===== src/rtl/pll_mode_pkg.sv =====
package pll_mode_pkg;

  typedef enum logic [1:0] {
    MD_FREE = 2'b00,
    MD_ACQ  = 2'b01,
    MD_LOCK = 2'b10,
    MD_HOLD = 2'b11
  } mode_t;

  typedef enum logic [1:0] {
    BW_NOM  = 2'b00,
    BW_FAST = 2'b01,
    BW_HX   = 2'b10
  } bw_sel_t;

  localparam int unsigned BW_KINDS = 3;

endpackage


===== src/rtl/pll_alt_pick.sv =====
module pll_alt_pick #(
  parameter int unsigned N_IN  = 4,
  parameter int unsigned SEL_W = 2
) (
  input  logic [N_IN-1:0]  in_valid,
  input  logic [SEL_W-1:0] sel_idx,
  output logic             sel_ok,
  output logic             alt_found,
  output logic [SEL_W-1:0] alt_idx
);

  logic [N_IN-1:0] cand;

  // every input other than the one in use is a candidate when valid
  for (genvar g = 0; g < N_IN; g++) begin : g_cand
    assign cand[g] = in_valid[g] && (sel_idx != SEL_W'(g));
  end

  assign sel_ok    = (int'(sel_idx) < N_IN) ? in_valid[sel_idx] : 1'b0;
  assign alt_found = |cand;

  // lowest index wins
  always_comb begin
    alt_idx = '0;
    for (int i = N_IN - 1; i >= 0; i--) begin
      if (cand[i]) alt_idx = SEL_W'(i);
    end
  end

endmodule


===== src/rtl/pll_mode_fsm.sv =====
module pll_mode_fsm
  import pll_mode_pkg::*;
#(
  parameter int unsigned SEL_W = 2
) (
  input  logic             clk,
  input  logic             rst_n,
  input  logic             init_done,
  input  logic             sel_ok,
  input  logic             alt_found,
  input  logic [SEL_W-1:0] alt_idx,
  input  logic             lock_det,
  input  logic             lol,
  input  logic             hist_valid,
  input  logic             ramp_byp,
  input  logic             fl_force,
  input  logic             fl_auto,
  output logic             init_busy,
  output mode_t            mode,
  output logic             sw_req,
  output logic [SEL_W-1:0] sw_idx,
  output bw_sel_t          bw_sel
);

  logic             init_q, init_d;
  mode_t            mode_q, mode_d;
  logic             req_q, req_d;
  logic [SEL_W-1:0] idx_q;
  logic             idx_en;
  logic             hx_q, hx_d;

  // next-state logic
  always_comb begin
    init_d = init_q;
    mode_d = mode_q;
    req_d  = 1'b0;
    if (init_q) begin
      if (init_done) begin
        init_d = 1'b0;
        mode_d = sel_ok ? MD_ACQ : MD_FREE;
      end
    end else begin
      unique case (mode_q)
        MD_FREE, MD_HOLD: begin
          if (sel_ok) begin
            mode_d = MD_ACQ;
          end else if (alt_found) begin
            mode_d = MD_ACQ;
            req_d  = 1'b1;
          end
        end
        MD_ACQ, MD_LOCK: begin
          if (!sel_ok) begin
            if (alt_found) begin
              mode_d = MD_ACQ;
              req_d  = 1'b1;
            end else begin
              mode_d = hist_valid ? MD_HOLD : MD_FREE;
            end
          end else if (mode_q == MD_ACQ && lock_det) begin
            mode_d = MD_LOCK;
          end else if (mode_q == MD_LOCK && lol) begin
            mode_d = MD_ACQ;
          end
        end
        default: mode_d = MD_FREE;
      endcase
    end
  end

  assign idx_en = req_d;

  // holdover-exit window: opened on a bypassed-ramp exit, kept while in acquisition
  always_comb begin
    hx_d = 1'b0;
    if (!init_q && mode_d == MD_ACQ) begin
      hx_d = (mode_q == MD_HOLD && ramp_byp) || (mode_q == MD_ACQ && hx_q);
    end
  end

  // state registers
  always_ff @(posedge clk or negedge rst_n) begin
    if (!rst_n) begin
      init_q <= 1'b1;
      mode_q <= MD_FREE;
      req_q  <= 1'b0;
      hx_q   <= 1'b0;
    end else begin
      init_q <= init_d;
      mode_q <= mode_d;
      req_q  <= req_d;
      hx_q   <= hx_d;
    end
  end

  always_ff @(posedge clk or negedge rst_n) begin
    if (!rst_n) begin
      idx_q <= '0;
    end else if (idx_en) begin
      idx_q <= alt_idx;
    end
  end

  // bandwidth choice
  always_comb begin
    if (init_q)                 bw_sel = BW_NOM;
    else if (fl_force)          bw_sel = BW_FAST;
    else if (hx_q)              bw_sel = BW_HX;
    else if (fl_auto && lol)    bw_sel = BW_FAST;
    else                        bw_sel = BW_NOM;
  end

  assign init_busy = init_q;
  assign mode      = mode_q;
  assign sw_req    = req_q;
  assign sw_idx    = idx_q;

endmodule


===== src/rtl/pll_bw_bank.sv =====
module pll_bw_bank
  import pll_mode_pkg::*;
#(
  parameter int unsigned BW_W = 16
) (
  input  logic            clk,
  input  logic            rst_n,
  input  logic            bw_upd,
  input  logic [BW_W-1:0] sh_nom,
  input  logic [BW_W-1:0] sh_fast,
  input  logic [BW_W-1:0] sh_hx,
  input  bw_sel_t         bw_sel,
  output logic [BW_W-1:0] act_nom,
  output logic [BW_W-1:0] act_fast,
  output logic [BW_W-1:0] act_hx,
  output logic [BW_W-1:0] bw_now
);

  logic [BW_W-1:0] shadow [BW_KINDS];
  logic [BW_W-1:0] active [BW_KINDS];

  assign shadow[0] = sh_nom;
  assign shadow[1] = sh_fast;
  assign shadow[2] = sh_hx;

  for (genvar k = 0; k < BW_KINDS; k++) begin : g_word
    always_ff @(posedge clk or negedge rst_n) begin
      if (!rst_n) begin
        active[k] <= '0;
      end else if (bw_upd) begin
        active[k] <= shadow[k];
      end
    end
  end

  assign act_nom  = active[0];
  assign act_fast = active[1];
  assign act_hx   = active[2];

  always_comb begin
    unique case (bw_sel)
      BW_FAST: bw_now = active[1];
      BW_HX:   bw_now = active[2];
      default: bw_now = active[0];
    endcase
  end

endmodule


===== src/rtl/pll_mode_ctrl.sv =====
module pll_mode_ctrl
  import pll_mode_pkg::*;
#(
  parameter int unsigned N_IN  = 4,
  parameter int unsigned BW_W  = 16,
  localparam int unsigned SEL_W = (N_IN > 1) ? $clog2(N_IN) : 1
) (
  input  logic             clk,
  input  logic             rst_n,
  input  logic             init_done,
  input  logic [N_IN-1:0]  in_valid,
  input  logic [SEL_W-1:0] sel_idx,
  input  logic             lock_det,
  input  logic             lol,
  input  logic             hist_valid,
  input  logic             fl_auto,
  input  logic             fl_force,
  input  logic             ramp_byp,
  input  logic             bw_upd,
  input  logic [BW_W-1:0]  sh_nom,
  input  logic [BW_W-1:0]  sh_fast,
  input  logic [BW_W-1:0]  sh_hx,
  output logic             init_busy,
  output logic             clk_en,
  output logic [1:0]       mode,
  output logic             sw_req,
  output logic [SEL_W-1:0] sw_idx,
  output logic [1:0]       bw_sel,
  output logic [BW_W-1:0]  act_nom,
  output logic [BW_W-1:0]  act_fast,
  output logic [BW_W-1:0]  act_hx,
  output logic [BW_W-1:0]  bw_now
);

  logic [1:0]       rst_pipe;
  logic             rst_sync_n;
  logic             sel_ok;
  logic             alt_found;
  logic [SEL_W-1:0] alt_idx;
  mode_t            mode_i;
  bw_sel_t          bw_sel_i;

  // asynchronous assertion, synchronous release
  always_ff @(posedge clk or negedge rst_n) begin
    if (!rst_n) rst_pipe <= 2'b00;
    else        rst_pipe <= {rst_pipe[0], 1'b1};
  end
  assign rst_sync_n = rst_pipe[1];

  pll_alt_pick #(.N_IN(N_IN), .SEL_W(SEL_W)) i_pick (
    .in_valid  (in_valid),
    .sel_idx   (sel_idx),
    .sel_ok    (sel_ok),
    .alt_found (alt_found),
    .alt_idx   (alt_idx)
  );

  pll_mode_fsm #(.SEL_W(SEL_W)) i_fsm (
    .clk        (clk),
    .rst_n      (rst_sync_n),
    .init_done  (init_done),
    .sel_ok     (sel_ok),
    .alt_found  (alt_found),
    .alt_idx    (alt_idx),
    .lock_det   (lock_det),
    .lol        (lol),
    .hist_valid (hist_valid),
    .ramp_byp   (ramp_byp),
    .fl_force   (fl_force),
    .fl_auto    (fl_auto),
    .init_busy  (init_busy),
    .mode       (mode_i),
    .sw_req     (sw_req),
    .sw_idx     (sw_idx),
    .bw_sel     (bw_sel_i)
  );

  pll_bw_bank #(.BW_W(BW_W)) i_bank (
    .clk      (clk),
    .rst_n    (rst_sync_n),
    .bw_upd   (bw_upd),
    .sh_nom   (sh_nom),
    .sh_fast  (sh_fast),
    .sh_hx    (sh_hx),
    .bw_sel   (bw_sel_i),
    .act_nom  (act_nom),
    .act_fast (act_fast),
    .act_hx   (act_hx),
    .bw_now   (bw_now)
  );

  assign mode   = mode_i;
  assign bw_sel = bw_sel_i;
  assign clk_en = !init_busy;

endmodule


===== config.mk =====
export PLATFORM = sky130hd
export DESIGN_NAME = pll_mode_ctrl
export DESIGN_NICKNAME = d
export VERILOG_FILES = /design/src/rtl/pll_mode_pkg.sv /design/src/rtl/pll_alt_pick.sv /design/src/rtl/pll_mode_fsm.sv /design/src/rtl/pll_bw_bank.sv /design/src/rtl/pll_mode_ctrl.sv
export SDC_FILE = /design/constraint.sdc
export NUM_CORES = 1
export LEC_CHECK = 0
export CORE_MARGIN = 1
export CORE_UTILIZATION = 38
export DETAILED_ROUTE_END_ITERATION = 16
export HOLD_SLACK_MARGIN = 0.08
export PLACE_DENSITY = 0.86
export SLEW_MARGIN = 20
export SYNTH_ARGS = -nofsm -noshare
export SYNTH_HDL_FRONTEND = slang
export SYNTH_SLANG_ARGS = --single-unit

===== constraint.sdc =====
create_clock -name clk -period 5.43 [get_ports clk]
set_input_delay 1.3575 -clock clk [delete_from_list [all_inputs] [get_ports clk]]
set_output_delay 1.3575 -clock clk [all_outputs]
set_load 0.005 [all_outputs]

==> results.yml, run 1 <==
global_routing:
  grt_max_degree: 56
  grt_pass1_vias: 2313
  grt_pass1_wl_um: 11600
  initial_antenna_violation_count: 0
  global_route.usage.total: 0.202
  grt_overflow_total: 0
clock_tree:
  cts_hold_repair.buffers: 0
  count_of_clock_tree_sinks: 57
  root_buffer: "sky130_fd_sc_hd__clkbuf_8"
  ctsLongestPathBuffers: 2
  cts-buffers-inserted: 9
  cts.htree.levels: 3
  cts.reportedPaths.clkPinSlew_ps: 60
  cts.repair_timing.setup_buffer_count: 0
  insertion_delay_ps: 320
  cts_tree: "yes"
  post_cts_resize_count: 0
setup_path:
  critPathMostFrequentCell: "sky130_fd_sc_hd__clkdlybuf4s50_1"
  worstSetupPathType: "in2out"
  regToRegSetupSlack_ps: 3630
  slowest_stage: "sky130_fd_sc_hd__clkdlybuf4s50_1"
  regToRegStartpoint: "i_fsm.mode[0]$_DFF_PN0_"
  cp-startpoint: "lol"
  required_ps: 4070
  cp.depth: 8
  critPathMaxFanout: 10
  cp_num_buf_inv: 3
  cpLargestDelayFamily: "buffers and inverters"
  worstSetupStartpointType: "input port"
  r2r_cell_count: 6
  cp_cell_sequence: "clkdlybuf4s50_1 -> and3_1 -> o21a_1 -> ha_1 -> buf_4 -> a22oi_1 -> o21ai_0 -> clkdlybuf4s50_1"
  setup.worst_path.end_class: "output pin"
  worst-endpoint-arrival_ps: 3580
  worstReg2RegEnd: "i_fsm.hx_q$_DFF_PN0_"
  worstSetupEndpoint: "bw_now[3]"
  crit_path_max_incr_delay_ps: 530
finish:
  footprint_of_the_flip_flops_and_latches_mm2: 0.00143
  antennaDiodeCount: 0
  layout.filler_cells: 577
  multi_input_comb_area_mm2: 0.00123
  final_nets: 440
  final_cell_area_mm2: 0.00445
  area.growth.synth_to_final_pct: 61.8
  final_layout_size_suffix_gt1_frac: 0.213
pwr:
  power_density_relative_to_cell_area_mw_per_mm2: 311
  vdd.ir_drop.worst_mv: 0.165
  power_after_layout_w: 0.00139
  power_leakage_nw: 1.85
sta:
  timing_hold_violations_final: 0
  drv_slew: 0
  final.period_utilization: 0.910
  rsz0062_at_grt: "false"
  max_slew.worst_pin.slew_ps: 674
  clock_skew_ps: 5.39
  timing.final.setup_violations: 0
  slew-limit-headroom: 0.551
  period_needed_ps: 4940
  max_freq_ghz: 0.202
  tns_ps: 0
yosys:
  synth_cell_types: 37
  yosysWarningCount: 0
  synth_fp_nets: 299
  post_synth_inst_count: 230
  synthesis.area_per_instance_um2: 12.0
  yosys-top-cells-area: "sky130_fd_sc_hd__dfrtp_1 51%, sky130_fd_sc_hd__mux2_2 20%, sky130_fd_sc_hd__a22oi_1 4.4%, sky130_fd_sc_hd__o21ai_0 3.3%, sky130_fd_sc_hd__nand2_1 3.0%"
  post-synth-top-area-cell: "sky130_fd_sc_hd__dfrtp_1"
  cell_area_after_synthesis_mm2: 0.00275
  synth_seq_area_share: 0.519
  ys_ff_latch: 57
  synth_largest_type_area_fraction: 0.510
die:
  die_width_um: 87.1
  floorplan.die.height_um: 87.1
  placement_rows: 30
  ios: 137
  core_area_mm2: 0.00691
  initial_utilization: 0.398
  die-area_mm2: 0.00758
run_status:
  status: "complete, no violations"
drt:
  routed_wire_length_per_instance_um: 15.6
  first_pass_detailed_route_iteration_total: 4
  postRouteAntennaNets: 0
  post_drt_via_cell_ratio: 5.11
  route.final.wire_length_um: 7350
  drcViolationCount: 0
  num_vias: 2406
  detailed_router_s_first_iteration_violation_count: 56
placement:
  place_congestion: 0.851
  buffer_ports.inserted: 136
  detailed_place_hpwl_um: 5530
  place_area_mm2: 0.00422
hold_path:
  hp-class: "reg2reg"
flow_run:
  drv.max_cap_violation_count: 0
synthesized netlist by cell type, drive strengths merged:
master / number
a2bb2oi: 1
mux4: 1
nand3: 2
mux2: 50
clkbuf: 9
nor2b: 1
o21ai: 19
dfrtp: 56
a221o: 1
a41oi: 2
nor4bb: 1
nand2: 22
a22oi: 16
and3: 1
and2b: 1
a21oi: 4
o211a: 1
conb: 1
a22o: 2
o22ai: 1
dfstp: 1
or3: 2
a21o: 1
a311oi: 1
inv: 10
a2111oi: 2
o21a: 1
nand2b: 2
ha: 5
nor4b: 2
o311ai: 1
buf: 4
o31ai: 2
nor2: 4
cells by family (layout without fill, tap and decap cells):
logic type | Yosys count | after routing | share of synthesized area
buf+inv | 23 | 168 | 0.0341
fa+ha+maj | 5 | 5 | 0.0227
flops | 57 | 57 | 0.519
mux | 51 | 51 | 0.213
simple gates | 38 | 38 | 0.0655
other cells | 1 | 1 | 0.00136
compound gates | 55 | 55 | 0.144
cells in the final DEF, fill, tap and decap left out, types with 2 or more instances in the layout:
master                            count
sky130_fd_sc_hd__nand3_1              2
sky130_fd_sc_hd__buf_4                6
sky130_fd_sc_hd__ha_1                 5
sky130_fd_sc_hd__mux2_2              50
sky130_fd_sc_hd__nand2_1             22
sky130_fd_sc_hd__a2111oi_2            2
sky130_fd_sc_hd__or3_1                2
sky130_fd_sc_hd__clkdlybuf4s50_1    135
sky130_fd_sc_hd__o31ai_1              2
sky130_fd_sc_hd__nor4b_1              2
sky130_fd_sc_hd__inv_1               10
sky130_fd_sc_hd__a22oi_1             16
sky130_fd_sc_hd__nor2_1               4
sky130_fd_sc_hd__o21ai_0             18
sky130_fd_sc_hd__a21oi_1              4
sky130_fd_sc_hd__nand2b_1             2
sky130_fd_sc_hd__clkbuf_8            13
sky130_fd_sc_hd__a22o_1               2
sky130_fd_sc_hd__dfrtp_1             55
where the power goes:
| group | switching, W | leakage [nW] | internal [W] |
|---|---|---|---|
| clock network | 0.000155 | 0.112 | 0.000259 |
| registers | 0.0000442 | 0.668 | 0.000474 |
| logic | 0.000170 | 1.07 | 0.000283 |
flip-flops by register name (all words and copies together), names as in the netlist:
signal	count
i_bank.act_fast	16
i_bank.act_hx	16
i_bank.act_nom	16
i_fsm.mode	2
i_fsm.sw_idx	2
rst_pipe	2
i_fsm.hx_q	1
i_fsm.init_busy	1
i_fsm.sw_req	1
worst min-delay path by stage:
stage                                from               endpoint  cells past startpoint
finish              rst_pipe[0]$_DFF_PN0_  rst_pipe[1]$_DFF_PN0_                      0
detailed placement  rst_pipe[0]$_DFF_PN0_  rst_pipe[1]$_DFF_PN0_                      0
global placement    rst_pipe[0]$_DFF_PN0_  rst_pipe[1]$_DFF_PN0_                      0
global route        rst_pipe[0]$_DFF_PN0_  rst_pipe[1]$_DFF_PN0_                      0
CTS                 rst_pipe[0]$_DFF_PN0_  rst_pipe[1]$_DFF_PN0_                      0
floorplan           rst_pipe[0]$_DFF_PN0_  rst_pipe[1]$_DFF_PN0_                      0
metal layers:
layer,GRT usage,wire (µm),vias up
met5,0,0,-
met4,0.0636,105,0
met3,0.0493,418,12
met2,0.336,3700,86
met1,0.259,3130,1185
li1,-,-,1123
metrics by stage:
stage               hold WS, ps  utilization  cells  worst slack, ps
floorplan                   331            -    230             1300
global placement            336        0.611    455              555
detailed placement          337        0.611    455              486
CTS                         365        0.641    470              472
global route                369        0.644    471              385
finish                      364        0.644    471              491
worst register-to-register path, cell delays in order (launching register included):
cell and delay [ps]:
sky130_fd_sc_hd__dfrtp_1 430, sky130_fd_sc_hd__inv_1 80, sky130_fd_sc_hd__ha_1 360, sky130_fd_sc_hd__nand2b_1 190, sky130_fd_sc_hd__a41oi_2 210, sky130_fd_sc_hd__a2bb2oi_2 90, sky130_fd_sc_hd__a2111oi_2 330
area by class of cell:
cell class | instances | area share
clock buffers | 13 | 0.0402
multi-input cells | 150 | 0.276
well taps | 96 | 0.0270
clock inverters | 2 | 0.00787
flip-flops and latches | 57 | 0.321
repair buffers | 143 | 0.319
inverters | 10 | 0.00843
No activity file was read; power rests on OpenSTA's default activity.
==> run 2: changes to the inputs <==
--- a/config.mk
+++ b/config.mk
@@ -7,9 +7,11 @@
 export LEC_CHECK = 0
 export CORE_MARGIN = 1
 export CORE_UTILIZATION = 38
+export CTS_CLUSTER_DIAMETER = 50
 export DETAILED_ROUTE_END_ITERATION = 16
 export HOLD_SLACK_MARGIN = 0.08
 export PLACE_DENSITY = 0.86
+export RECOVER_POWER = 50
 export SLEW_MARGIN = 20
 export SYNTH_ARGS = -nofsm -noshare
 export SYNTH_HDL_FRONTEND = slang
==> run 2 against run 1 <==
Against the previous run:
- the flow now finishes with violations (capacitance limit, slew limit)
- power is 0.12% lower
- via count rose by 0.29%
- cell count did not move
- global-route usage did not move
- register-to-register slack got worse by 1100 ps
- clock power hardly changed
- highest routed layer unchanged
==> results.yml, run 2 (synthesis gave the netlist of run 1 again) <==
flow_run:
  drv.max_cap_violation_count: 2
setup_path:
  regToRegSetupSlack_ps: 2550
  slowest_stage: "sky130_fd_sc_hd__clkdlybuf4s50_1"
  crit_path_max_incr_delay_ps: 530
  setup.worst_path.end_class: "output pin"
  worst-endpoint-arrival_ps: 3580
  required_ps: 4070
  critPathMaxFanout: 10
  cp_cell_sequence: "clkdlybuf4s50_1 -> and3_1 -> o21a_1 -> ha_1 -> buf_4 -> a22oi_1 -> o21ai_0 -> clkdlybuf4s50_1"
  worstSetupStartpointType: "input port"
  critPathMostFrequentCell: "sky130_fd_sc_hd__clkdlybuf4s50_1"
  worstSetupPathType: "in2out"
drt:
  routed_wire_length_per_instance_um: 15.6
  num_vias: 2413
  drcViolationCount: 0
  route.final.wire_length_um: 7350
  first_pass_detailed_route_iteration_total: 4
  postRouteAntennaNets: 0
  detailed_router_s_first_iteration_violation_count: 53
  post_drt_via_cell_ratio: 5.12
global_routing:
  grt_max_degree: 56
  global_route.usage.total: 0.202
  grt_overflow_total: 0
  grt_pass1_wl_um: 11600
  grt_pass1_vias: 2313
  initial_antenna_violation_count: 0
clock_tree:
  cts_tree: "yes"
  cts.htree.levels: 3
  ctsLongestPathBuffers: 2
  root_buffer: "sky130_fd_sc_hd__clkbuf_8"
  count_of_clock_tree_sinks: 57
  cts.repair_timing.setup_buffer_count: 0
  post_cts_resize_count: 0
  cts.reportedPaths.clkPinSlew_ps: 60
  insertion_delay_ps: 320
  cts_hold_repair.buffers: 0
  cts-buffers-inserted: 9
pwr:
  p_clk_frac: 0.299
  seqPwrFrac: 0.375
  power_report.internal_total_w: 0.00101
  share_comb_of_total_power: 0.326
  power_leakage_nw: 1.83
  switchingPower_w: 0.000369
  power_density_relative_to_cell_area_mw_per_mm2: 312
  vdd.ir_drop.worst_mv: 0.165
  switching_part_of_the_total_power: 0.267
sta:
  max_freq_ghz: 0.202
  tns_ps: 0
  timing.final.setup_violations: 0
  clock_skew_ps: 5.83
  timing_hold_violations_final: 0
  slew-limit-headroom: -0.893
  rsz0062_at_grt: "false"
  period_needed_ps: 4940
  max_slew.worst_pin.slew_ps: 2840
  drv_slew: 90
  final.period_utilization: 0.910
finish:
  layout_common_cells: "133 x sky130_fd_sc_hd__clkdlybuf4s50_1, 55 x sky130_fd_sc_hd__dfrtp_1, 50 x sky130_fd_sc_hd__mux2_2"
  final_nets: 440
  final_common_cell: "sky130_fd_sc_hd__clkdlybuf4s50_1"
  final_layout_size_suffix_gt1_frac: 0.205
  antennaDiodeCount: 0
  area.growth.synth_to_final_pct: 61.1
  multi_input_comb_area_mm2: 0.00123
  final_cell_area_mm2: 0.00443
  layout.filler_cells: 579
  footprint_of_the_flip_flops_and_latches_mm2: 0.00143
die:
  initial_utilization: 0.398
  die_width_um: 87.1
  die-area_mm2: 0.00758
  floorplan.die.height_um: 87.1
  placement_rows: 30
  ios: 137
  core_area_mm2: 0.00691
run_status:
  violated_checks: "capacitance limit, slew limit"
  status: "finished, violations left"
placement:
  buffer_ports.inserted: 136
  detailed_place_hpwl_um: 5530
  place_congestion: 0.851
  place_area_mm2: 0.00422
hold_path:
  hp-class: "reg2reg"
-- run 2: metal layers --
| metal | global-route usage | routed length (µm) | vias up |
|---|---|---|---|
| li1 | - | - | 1123 |
| met1 | 0.259 | 3090 | 1192 |
| met2 | 0.336 | 3740 | 86 |
| met3 | 0.0493 | 418 | 12 |
| met4 | 0.0636 | 105 | 0 |
| met5 | 0 | 0 | - |
-- run 2: per-stage QoR --
stage | instances | setup WS (ps) | hold slack, ps | power, W | util
global placement | 455 | 555 | 336 | 0.000970 | 0.611
floorplan | 230 | 1300 | 331 | 0.000715 | -
CTS | 470 | 472 | 365 | 0.00140 | 0.641
finish | 471 | 490 | 364 | 0.00138 | 0.641
global route | 471 | 385 | 369 | 0.00147 | 0.641
detailed placement | 455 | 486 | 337 | 0.000980 | 0.611
-- run 2: final cells by class --
class | instances | area share
timing repair buffer | 143 | 0.316
inverter | 10 | 0.00847
multi-input combinational | 150 | 0.277
clock buffer | 13 | 0.0404
sequential | 57 | 0.323
tap | 96 | 0.0271
clock inverter | 2 | 0.00791
-- run 2: worst max-delay path, delay by kind of cell --
family	cells	cell delay, ps
AO/OA/AOI/OAI	3	410
adder cells (fa/ha/maj)	1	340
buffers and inverters	3	1300
AND/OR/NAND/NOR	1	170
-- run 2: worst paths after layout --
check / start / end / depth (start not counted)
worst max register to register: rst_pipe[1]$_DFF_PN0_ / i_bank.act_hx[6]$_DFFE_PN0P_ / 1
worst min register to register: rst_pipe[0]$_DFF_PN0_ / rst_pipe[1]$_DFF_PN0_ / 0
worst max-delay path: lol / bw_now[3] / 8
worst min-delay path: rst_pipe[0]$_DFF_PN0_ / rst_pipe[1]$_DFF_PN0_ / 0
min in group asynchronous: rst_n / rst_pipe[0]$_DFF_PN0_ / 1
max in group asynchronous: rst_pipe[1]$_DFF_PN0_ / i_bank.act_hx[6]$_DFFE_PN0P_ / 1
-- run 2: power by group through the flow --
stage	Sequential (W)	Clock [W]	Combinational, W
6_report	0.000518	0.000413	0.000452
3_5_place_dp	0.000525	0	0.000455
4_1_cts	0.000518	0.000425	0.000457
3_3_place_gp	0.000524	0	0.000446
2_1_floorplan	0.000526	0	0.000189
5_1_grt	0.000525	0.000446	0.000495
